===== src/rtl/cbs_pkg.sv =====
package cbs_pkg;

  typedef enum logic [1:0] {
    MODE_OFF   = 2'd0,
    MODE_MAN   = 2'd1,
    MODE_TIMED = 2'd2,
    MODE_AUTO  = 2'd3
  } bal_mode_e;

  typedef enum logic [1:0] {
    SEL_SETUP = 2'd0,
    SEL_STAT  = 2'd1,
    SEL_TIME  = 2'd2,
    SEL_NONE  = 2'd3
  } reg_sel_e;

  typedef enum logic [1:0] {
    ST_IDLE  = 2'd0,
    ST_RUN   = 2'd1,
    ST_PAUSE = 2'd2
  } seq_state_e;

  localparam int EN_POS   = 0;
  localparam int MODE_POS = 1;
  localparam int PTR_POS  = 3;

  // Number of clock cycles that a tick code stands for
  function automatic int unsigned span_ticks(input int unsigned code,
                                             input int unsigned unit);
    return code * unit;
  endfunction

endpackage


===== src/rtl/cbs_regs.sv =====
module cbs_regs
  import cbs_pkg::*;
#(
  parameter int NCELL   = 12,
  parameter int NBANK   = 13,
  parameter int PTR_W   = 4,
  parameter int WCODE_W = 3,
  parameter int TCODE_W = 7,
  parameter int DW      = 14
) (
  input  logic                        clk,
  input  logic                        rst_n,
  input  logic                        reg_wr_i,
  input  logic [1:0]                  reg_sel_i,
  input  logic [DW-1:0]               reg_wdata_i,
  output logic [DW-1:0]               reg_rdata_o,
  input  logic                        cmd_en_i,
  input  logic                        cmd_inh_i,
  input  logic                        seq_done_i,
  output logic                        en_o,
  output bal_mode_e                   mode_o,
  output logic [WCODE_W-1:0]          wcode_o,
  output logic [TCODE_W-1:0]          tcode_o,
  output logic [NBANK-1:0][NCELL-1:0] banks_o,
  output logic                        eob_o
);

  localparam int WAIT_POS = PTR_POS + PTR_W;

  logic               en_q, en_nxt;
  bal_mode_e          mode_q;
  logic [PTR_W-1:0]   ptr_q;
  logic [WCODE_W-1:0] wcode_q;
  logic [TCODE_W-1:0] tcode_q;
  logic [NCELL-1:0]   bank_q [NBANK];
  logic [NCELL-1:0]   stat_rd;
  logic               setup_wr, stat_wr, time_wr;
  logic               unused_wdata;

  assign unused_wdata = ^reg_wdata_i;
  assign setup_wr = reg_wr_i && (reg_sel_i == SEL_SETUP);
  assign stat_wr  = reg_wr_i && (reg_sel_i == SEL_STAT);
  assign time_wr  = reg_wr_i && (reg_sel_i == SEL_TIME);

  // Enable priority: inhibit > enable command > write > completion
  always_comb begin
    en_nxt = en_q;
    if (seq_done_i) en_nxt = 1'b0;
    if (setup_wr)   en_nxt = reg_wdata_i[EN_POS];
    if (cmd_en_i)   en_nxt = 1'b1;
    if (cmd_inh_i)  en_nxt = 1'b0;
  end

  always_ff @(posedge clk or negedge rst_n) begin
    if (!rst_n) begin
      en_q    <= 1'b0;
      mode_q  <= MODE_OFF;
      ptr_q   <= '0;
      wcode_q <= '0;
      tcode_q <= '0;
      eob_o   <= 1'b0;
    end else begin
      en_q <= en_nxt;
      if (setup_wr) begin
        mode_q  <= bal_mode_e'(reg_wdata_i[MODE_POS +: 2]);
        ptr_q   <= reg_wdata_i[PTR_POS +: PTR_W];
        wcode_q <= reg_wdata_i[WAIT_POS +: WCODE_W];
      end
      if (time_wr) tcode_q <= reg_wdata_i[TCODE_W-1:0];
      if (en_nxt && !en_q)  eob_o <= 1'b0;
      else if (seq_done_i)  eob_o <= 1'b1;
    end
  end

  for (genvar b = 0; b < NBANK; b++) begin : g_bank
    always_ff @(posedge clk or negedge rst_n) begin
      if (!rst_n)                                  bank_q[b] <= '0;
      else if (stat_wr && ptr_q == PTR_W'(b))      bank_q[b] <= reg_wdata_i[NCELL-1:0];
    end
    assign banks_o[b] = bank_q[b];
  end

  always_comb begin
    stat_rd = '0;
    for (int i = 0; i < NBANK; i++)
      if (ptr_q == PTR_W'(i)) stat_rd = bank_q[i];
  end

  always_comb begin
    reg_rdata_o = '0;
    case (reg_sel_i)
      SEL_SETUP: begin
        reg_rdata_o[EN_POS]                = en_q;
        reg_rdata_o[MODE_POS +: 2]         = mode_q;
        reg_rdata_o[PTR_POS +: PTR_W]      = ptr_q;
        reg_rdata_o[WAIT_POS +: WCODE_W]   = wcode_q;
      end
      SEL_STAT: reg_rdata_o[NCELL-1:0]   = stat_rd;
      SEL_TIME: reg_rdata_o[TCODE_W-1:0] = tcode_q;
      default:  reg_rdata_o = '0;
    endcase
  end

  assign en_o    = en_q;
  assign mode_o  = mode_q;
  assign wcode_o = wcode_q;
  assign tcode_o = tcode_q;

  // banks beyond the last one are invisible
  assert_ptr_hidden_R3: assert property (@(posedge clk) disable iff (!rst_n)
    (reg_sel_i == SEL_STAT && ptr_q >= PTR_W'(NBANK)) |-> (reg_rdata_o == '0));

  // inhibit command always leaves the enable clear
  assert_inhibit_R6: assert property (@(posedge clk) disable iff (!rst_n)
    cmd_inh_i |=> !en_q);

endmodule


===== src/rtl/cbs_seq.sv =====
module cbs_seq
  import cbs_pkg::*;
#(
  parameter int NBANK     = 13,
  parameter int PTR_W     = 4,
  parameter int WCODE_W   = 3,
  parameter int TCODE_W   = 7,
  parameter int TO_UNIT   = 4,
  parameter int WAIT_UNIT = 2
) (
  input  logic               clk,
  input  logic               rst_n,
  input  logic               en_i,
  input  bal_mode_e          mode_i,
  input  logic [TCODE_W-1:0] tcode_i,
  input  logic [WCODE_W-1:0] wcode_i,
  output logic               run_o,
  output logic [PTR_W-1:0]   step_o,
  output logic               done_o
);

  localparam int TMAX  = ((1 << TCODE_W) - 1) * TO_UNIT;
  localparam int WMAX  = ((1 << WCODE_W) - 1) * WAIT_UNIT;
  localparam int LMAX  = (TMAX > WMAX) ? TMAX : WMAX;
  localparam int CNT_W = $clog2(LMAX + 1);
  localparam logic [PTR_W-1:0] LAST = PTR_W'(NBANK - 1);

  seq_state_e       state_q;
  logic [CNT_W-1:0] cnt_q, t_len, w_len;
  logic [PTR_W-1:0] step_q;
  logic             active, t_exp, w_exp, last_step;

  assign t_len     = CNT_W'(span_ticks(32'(tcode_i), TO_UNIT));
  assign w_len     = CNT_W'(span_ticks(32'(wcode_i), WAIT_UNIT));
  assign active    = en_i && (mode_i == MODE_TIMED || mode_i == MODE_AUTO);
  assign t_exp     = (state_q == ST_RUN) && (t_len != '0) && (cnt_q == t_len - 1'b1);
  assign w_exp     = (state_q == ST_PAUSE) && (cnt_q == w_len - 1'b1);
  assign last_step = (mode_i == MODE_TIMED) || (step_q == LAST);
  assign done_o    = active && t_exp && last_step;

  always_ff @(posedge clk or negedge rst_n) begin
    if (!rst_n) begin
      state_q <= ST_IDLE;
      cnt_q   <= '0;
      step_q  <= PTR_W'(1);
    end else if (!active) begin
      state_q <= ST_IDLE;
      cnt_q   <= '0;
      step_q  <= PTR_W'(1);
    end else begin
      case (state_q)
        ST_IDLE: begin
          state_q <= ST_RUN;
          cnt_q   <= '0;
          step_q  <= PTR_W'(1);
        end
        ST_RUN: begin
          if (t_exp) begin
            cnt_q <= '0;
            if (last_step)           state_q <= ST_IDLE;
            else if (w_len == '0)    step_q  <= step_q + 1'b1;
            else                     state_q <= ST_PAUSE;
          end else if (t_len != '0) begin
            cnt_q <= cnt_q + 1'b1;
          end
        end
        ST_PAUSE: begin
          if (w_exp) begin
            state_q <= ST_RUN;
            step_q  <= step_q + 1'b1;
            cnt_q   <= '0;
          end else begin
            cnt_q <= cnt_q + 1'b1;
          end
        end
        default: state_q <= ST_IDLE;
      endcase
    end
  end

  assign run_o  = (state_q == ST_RUN);
  assign step_o = step_q;

  // an applied auto step always names one of the sequence banks
  assert_step_range_R9: assert property (@(posedge clk) disable iff (!rst_n)
    run_o |-> (step_q >= PTR_W'(1) && step_q <= LAST));

  // a pause is never entered with a zero wait length
  assert_pause_nonzero_R9: assert property (@(posedge clk) disable iff (!rst_n)
    (state_q == ST_PAUSE) |-> (w_len != '0));

endmodule


===== src/rtl/cbs_drive.sv =====
module cbs_drive
  import cbs_pkg::*;
#(
  parameter int NCELL = 12,
  parameter int NBANK = 13,
  parameter int PTR_W = 4
) (
  input  logic                        en_i,
  input  bal_mode_e                   mode_i,
  input  logic                        run_i,
  input  logic [PTR_W-1:0]            step_i,
  input  logic [NBANK-1:0][NCELL-1:0] banks_i,
  output logic [NCELL-1:0]            bal_o
);

  logic [NCELL-1:0] step_mask, mask;

  always_comb begin
    step_mask = '0;
    for (int i = 1; i < NBANK; i++)
      if (step_i == PTR_W'(i)) step_mask = banks_i[i];
  end

  always_comb begin
    case (mode_i)
      MODE_MAN:   mask = banks_i[0];
      MODE_TIMED: mask = run_i ? banks_i[0] : '0;
      MODE_AUTO:  mask = run_i ? step_mask  : '0;
      default:    mask = '0;
    endcase
    bal_o = en_i ? mask : '0;
  end

endmodule


===== src/rtl/cell_bal_seq.sv =====
module cell_bal_seq
  import cbs_pkg::*;
#(
  parameter int NCELL     = 12,
  parameter int NBANK     = 13,
  parameter int WCODE_W   = 3,
  parameter int TCODE_W   = 7,
  parameter int TO_UNIT   = 4,
  parameter int WAIT_UNIT = 2,
  parameter int DW        = 14
) (
  input  logic             clk,
  input  logic             rst_n,
  input  logic             reg_wr_i,
  input  logic [1:0]       reg_sel_i,
  input  logic [DW-1:0]    reg_wdata_i,
  output logic [DW-1:0]    reg_rdata_o,
  input  logic             cmd_en_i,
  input  logic             cmd_inh_i,
  output logic [NCELL-1:0] bal_o,
  output logic             eob_o
);

  localparam int PTR_W = $clog2(NBANK);

  logic                        en_w, run_w, done_w, set_hi_w;
  bal_mode_e                   mode_w;
  logic [WCODE_W-1:0]          wcode_w;
  logic [TCODE_W-1:0]          tcode_w;
  logic [PTR_W-1:0]            step_w;
  logic [NBANK-1:0][NCELL-1:0] banks_w;

  cbs_regs #(.NCELL(NCELL), .NBANK(NBANK), .PTR_W(PTR_W), .WCODE_W(WCODE_W),
             .TCODE_W(TCODE_W), .DW(DW)) regs_i (
    .clk(clk), .rst_n(rst_n), .reg_wr_i(reg_wr_i), .reg_sel_i(reg_sel_i),
    .reg_wdata_i(reg_wdata_i), .reg_rdata_o(reg_rdata_o), .cmd_en_i(cmd_en_i),
    .cmd_inh_i(cmd_inh_i), .seq_done_i(done_w), .en_o(en_w), .mode_o(mode_w),
    .wcode_o(wcode_w), .tcode_o(tcode_w), .banks_o(banks_w), .eob_o(eob_o));

  cbs_seq #(.NBANK(NBANK), .PTR_W(PTR_W), .WCODE_W(WCODE_W), .TCODE_W(TCODE_W),
            .TO_UNIT(TO_UNIT), .WAIT_UNIT(WAIT_UNIT)) seq_i (
    .clk(clk), .rst_n(rst_n), .en_i(en_w), .mode_i(mode_w), .tcode_i(tcode_w),
    .wcode_i(wcode_w), .run_o(run_w), .step_o(step_w), .done_o(done_w));

  cbs_drive #(.NCELL(NCELL), .NBANK(NBANK), .PTR_W(PTR_W)) drive_i (
    .en_i(en_w), .mode_i(mode_w), .run_i(run_w), .step_i(step_w),
    .banks_i(banks_w), .bal_o(bal_o));

  assign set_hi_w = reg_wr_i && (reg_sel_i == SEL_SETUP) && reg_wdata_i[EN_POS];

  // no cell is driven while the enable is clear
  assert_gate_R4: assert property (@(posedge clk) disable iff (!rst_n)
    !en_w |-> (bal_o == '0));

  // off mode drives nothing
  assert_off_R5: assert property (@(posedge clk) disable iff (!rst_n)
    (mode_w == MODE_OFF) |-> (bal_o == '0));

  // completion clears the enable and raises the flag
  assert_done_R7: assert property (@(posedge clk) disable iff (!rst_n)
    (done_w && !cmd_en_i && !set_hi_w) |=> (eob_o && !en_w));

  // auto mode is silent outside an applied step
  assert_auto_idle_R9: assert property (@(posedge clk) disable iff (!rst_n)
    (mode_w == MODE_AUTO && !run_w) |-> (bal_o == '0));

  // a fresh enable leaves the flag clear
  assert_eob_clear_R11: assert property (@(posedge clk) disable iff (!rst_n)
    $rose(en_w) |-> !eob_o);

endmodule


===== config.mk =====
export PLATFORM = sky130hd
export DESIGN_NAME = cell_bal_seq
export DESIGN_NICKNAME = d
export VERILOG_FILES = /design/src/rtl/cbs_pkg.sv /design/src/rtl/cbs_regs.sv /design/src/rtl/cbs_seq.sv /design/src/rtl/cbs_drive.sv /design/src/rtl/cell_bal_seq.sv
export SDC_FILE = /design/constraint.sdc
export NUM_CORES = 1
export LEC_CHECK = 0
export CORE_MARGIN = 5
export CORE_UTILIZATION = 53
export CTS_CLUSTER_SIZE = 16
export DETAILED_ROUTE_END_ITERATION = 10
export DONT_BUFFER_PORTS = 1
export GPL_ROUTABILITY_DRIVEN = 0
export PLACE_DENSITY = 0.71
export SYNTH_ARGS = -nofsm -noshare
export SYNTH_HDL_FRONTEND = slang
export SYNTH_SLANG_ARGS = --single-unit

===== constraint.sdc =====
create_clock -name clk -period 2.8 [get_ports clk]
set_input_delay 0.42 -clock clk [delete_from_list [all_inputs] [get_ports clk]]
set_output_delay 0.42 -clock clk [all_outputs]
set_load 0.01 [all_outputs]

==> metrics list <==
* Register bit total from synthesis: about 190
* TritonCTS clock tree: yes
* Buffer depth of the longest clock path: 2
* # Max-Cap Violations: 0
- Post-route minimum period: 3060 ps
- Clock transition at the registers of the reported paths: around 80 ps
- In the synthesized netlist the async set-or-reset flop fraction comes to 1.00.
* Final routed wirelength across all metal layers: roughly 36,000 um
- Total core area: roughly 20,000 sq um
- Once layout is done, the placed cells without fillers occupy 13,300 sq um.
- Across all layers, the routed design uses between 9,000 and 10,000 vias.
* Worst-margin pin slew: about 750 ps
- The startpoint identified for the worst register-to-register timing path is regs_i.tcode_o[4].
- The number of antenna diodes in the final layout is 0.
- DR iter-0 viols: about 1,300
- The die covers between 20,000 and 25,000 sq um.
- After synthesis the cells add up to roughly 11,000 sq um.
* Switching power share of the total: 0.348
* Fraction of layout instances using a drive strength above 1: 0.421
- For this design the ratio of total power to cell area is between 700 and 800 nW/um^2.
- In the final routed layout, each cell accounts on average for around 26 um.
* Overall fraction of global-route tracks in use: 0.288
* Relative contribution of combinational cells to total power: 0.297
- Standard cell area after detailed placement: about 11,000 sq um
* Final Hold Fails: roughly 190
- After the last flow step, the layout net total stands at about 1,100.
- The netlist uses 57 different library cells.
* Y dimension of the die: approximately 150 um
* Hold WC Path Type: input pin to async pin
* Seq pwr share: 0.433
- Cell with the largest stage delay on the worst path: sky130_fd_sc_hd__dfstp_2
- Pins Over Slew Limit: 0
* Top fanout value on the critical path: 5
- Entering global routing, the biggest net connects 190 pins.
- Worst Setup End Kind: output pin
- Worst max-slew margin expressed relative to the limit: 0.500
* Summed negative setup slack over all endpoints: -3510 ps
- Net switching power: approximately 3400 uW
* Via density per instance: around 7
- Finished Core Util: 0.659
- The cell sitting at the root of the clock tree is a sky130_fd_sc_hd__clkbuf_16.
- After technology mapping, the gate count stands at 1,049.
- The checks that failed: hold timing, setup timing.
* R2R Setup Slk: around 60 ps
- Number of filler cells placed in the layout: 1,428
- Counting both buffers and inverters, the worst setup path holds a total of 3.
- For this run, the detailed router's first-pass iteration total came to 6.
* DRC violations left: 0
- CTS saw between 150 and 200 sinks.
- Port buffer count: 0
- Number of top-level design ports: 48
- The via count of the first global-routing pass was slightly above 9,000.
* Met2 routed WL: 16,300 um
- Data arrival time at the worst-slack endpoint: 2640 ps
- Among cell families on the critical path, the largest total delay comes from compound AO/OA/AOI/OAI gates.
* Highest achievable clock rate: 327 MHz
- Wire segments on met3 add up to 3830 um in the final route.
- Relative to the synthesized area, the layout overhead comes to 23.6%.
- Run status: complete, but fails checks
* Final setup fails: 23
- The worst setup path is of the register to output pin kind.
- During synthesis, Yosys emitted a total of 0 warnings.
- Summed over all layers, the global routing overflow is 0.
- Hold Slack: -336 ps
* Final Instance Count excl. Fillers: between 1,000 and 1,500
* Floorplan row count: between 50 and 60
- Counting tap cells, the placed design contains a total of roughly 1,300 instances.
- Power share of the clock group: 0.270
- Worst setup path endpoint: bal_o[4]
- Post-route worst setup slack: -259 ps
* Sequential element share of the synthesized area: 0.441
- Skew-Pair Late Insertion Delay: ~440 ps
- In this run the mean area of a mapped cell was between 10 and 15 sq um.
- The most critical setup path has its startpoint at seq_i.step_o[0].
- Period utilization: 1.09
- Terminus of the critical flop-to-flop path: seq_i.step_o[3]
- Starting density of the core: 0.533
* Unrepaired setup endpoints after global routing: true
- After detailed routing, no signal wire sits above met4.
- Number of antenna violations at the first check in global routing: 0
* Peak ir drop on the vdd network: 0.394 mV
* Die W: between 150 and 200 um
- Number of cells on the worst reg-to-reg path: 7
- Clock buffers created by TritonCTS: 17
- The first global-routing pass estimated roughly 53,000 um of wire.
- Traced cell by cell, the critical path runs through buf_12, ha_4, buf_6, nor2b_4, buf_12, a22oi_1, o21ai_0, a21oi_1, o21ai_0, a221o_1.
- Met1 routed wirelength after detailed routing: ~14,000 um
* Cell-internal power: between 6000 and 7000 uW
- The critical path runs through a total of 10 cells.
- Peak per-stage delay on the critical path: 600 ps
- At the worst endpoint, the required time is 2380 ps.
* Number of enable-type register cells in the synthesized netlist: 0
* Prevailing post-synth register cell: sky130_fd_sc_hd__dfrtp_1
- Static leakage: roughly 0.0057 uW
- STA classifies the critical path startpoint as a register.
- Between clock sinks in the finished design, the worst skew comes to between 10 and 15 ps.
- Once detail routing completed, the nets flagged for antenna violations numbered 0.
- Half-perimeter wire length after placement: 22,800 um
* H-tree depth reported by CTS: 4
## cells by family after synthesis
logic type | after synthesis | synth area share
buffers and inverters | 106 | 0.0379
muxes | 197 | 0.214
and+or+nand+nor | 240 | 0.108
AOI/OAI and AO/OA | 291 | 0.174
other | 1 | 0.000350
DFF | 189 | 0.441
xor gates and xnor gates | 13 | 0.0106
adders and majority gates | 12 | 0.0140
## final cells by class
class / instances / area, sq um / area share
clock buffers: 18 / 429 / 0.0324
clock inverters: 14 / 195 / 0.0147
repair buffers: 126 / 1250 / 0.0942
flip-flops and latches: 189 / 4730 / 0.357
inverters: 18 / 81.3 / 0.00614
multi-input cells: 755 / 6220 / 0.470
well taps: 270 / 338 / 0.0255
## state kept, by name (all words and copies together) (netlist names)
| signal | cells |
|---|---|
| regs_i.banks_o | 156 |
| regs_i.en_o | 1 |
| regs_i.eob_o | 1 |
| regs_i.mode_o | 2 |
| regs_i.ptr_q | 4 |
| regs_i.tcode_o | 7 |
| regs_i.wcode_o | 3 |
| seq_i.cnt_q | 9 |
| seq_i.state_q | 2 |
| seq_i.step_o | 4 |
## synth_stat cells (all sizes together), types with 8 or more instances
cell | instances | share of area
a22oi | 30 | 0.021
o21ai | 78 | 0.036
inv | 18 | 0.0063
mux4 | 8 | 0.017
mux2 | 176 | 0.18
nor2 | 45 | 0.016
xnor2 | 10 | 0.0082
nand2 | 75 | 0.026
buf | 11 | 0.0047
nand3 | 23 | 0.011
ha | 12 | 0.014
mux2i | 13 | 0.012
a221o | 10 | 0.0093
a31oi | 10 | 0.0058
o22ai | 34 | 0.020
dfrtp | 188 | 0.44
nor2b | 23 | 0.013
a21oi | 62 | 0.029
nor3 | 34 | 0.016
a221oi | 22 | 0.018
o211ai | 8 | 0.0061
clkbuf | 77 | 0.027
## through the flow
stage,power (uW),setup WS [ps],hold slack [ps]
2_1_floorplan,5570,22.8,124
3_3_place_gp,6290,-19.1,129
3_5_place_dp,6390,-89.1,129
4_1_cts,9260,-148,-338
5_1_grt,10100,-314,-355
6_report,9720,-259,-336
## metal layers
layer / global-route usage / vias up
met5: 0 / -
met4: 0.134 / 0
met3: 0.0636 / 174
met2: 0.442 / 701
met1: 0.393 / 4761
li1: - / 4013
## power by group through the flow
| stage | combinational (uW) | sequential (uW) | clock (uW) |
|---|---|---|---|
| CTS | 2550 | 4110 | 2600 |
| global route | 3070 | 4270 | 2750 |
| finish | 2890 | 4210 | 2620 |
| floorplan | 1680 | 3890 | 0 |
| detailed placement | 2250 | 4140 | 0 |
| global placement | 2180 | 4110 | 0 |
## cell usage in the layout, fill, tap and decap left out, types with 12 or more instances in the layout
cell type	n
sky130_fd_sc_hd__mux2_2	175
sky130_fd_sc_hd__nor2b_1	18
sky130_fd_sc_hd__a22oi_2	14
sky130_fd_sc_hd__mux2i_1	12
sky130_fd_sc_hd__nor3_1	26
sky130_fd_sc_hd__nor2_1	41
sky130_fd_sc_hd__a22oi_1	16
sky130_fd_sc_hd__a21oi_2	17
sky130_fd_sc_hd__o21ai_0	49
sky130_fd_sc_hd__nand2_1	71
sky130_fd_sc_hd__inv_1	14
sky130_fd_sc_hd__a21oi_1	45
sky130_fd_sc_hd__o21ai_1	20
sky130_fd_sc_hd__clkbuf_16	19
sky130_fd_sc_hd__nand3_1	20
sky130_fd_sc_hd__a221oi_2	20
sky130_fd_sc_hd__o22ai_1	30
sky130_fd_sc_hd__buf_6	18
sky130_fd_sc_hd__dfrtp_1	186
sky130_fd_sc_hd__buf_4	90
## timing repair
action | 4_1_cts | 5_1_grt
gates cloned | 3 | 2
setup buffers | 19 | 14
pin swaps | 44 | 46
endpoints found under the setup margin | 30 | 30
resized for setup | 99 | 104
hold endpoints to repair | 189 | 189
## worst min-delay path by stage
stage          startpoint                end  slack (ps)  cells past startpoint
2_1_floorplan       rst_n  regs_i.banks_o[0]         120                      0
3_3_place_gp        rst_n     seq_i.cnt_q[6]         130                      0
3_5_place_dp        rst_n     seq_i.cnt_q[6]         130                      0
4_1_cts             rst_n   seq_i.state_q[0]        -340                      0
5_1_grt             rst_n     seq_i.cnt_q[0]        -350                      0
6_report            rst_n     seq_i.cnt_q[6]        -340                      0
(Power assumes the default switching activity.)
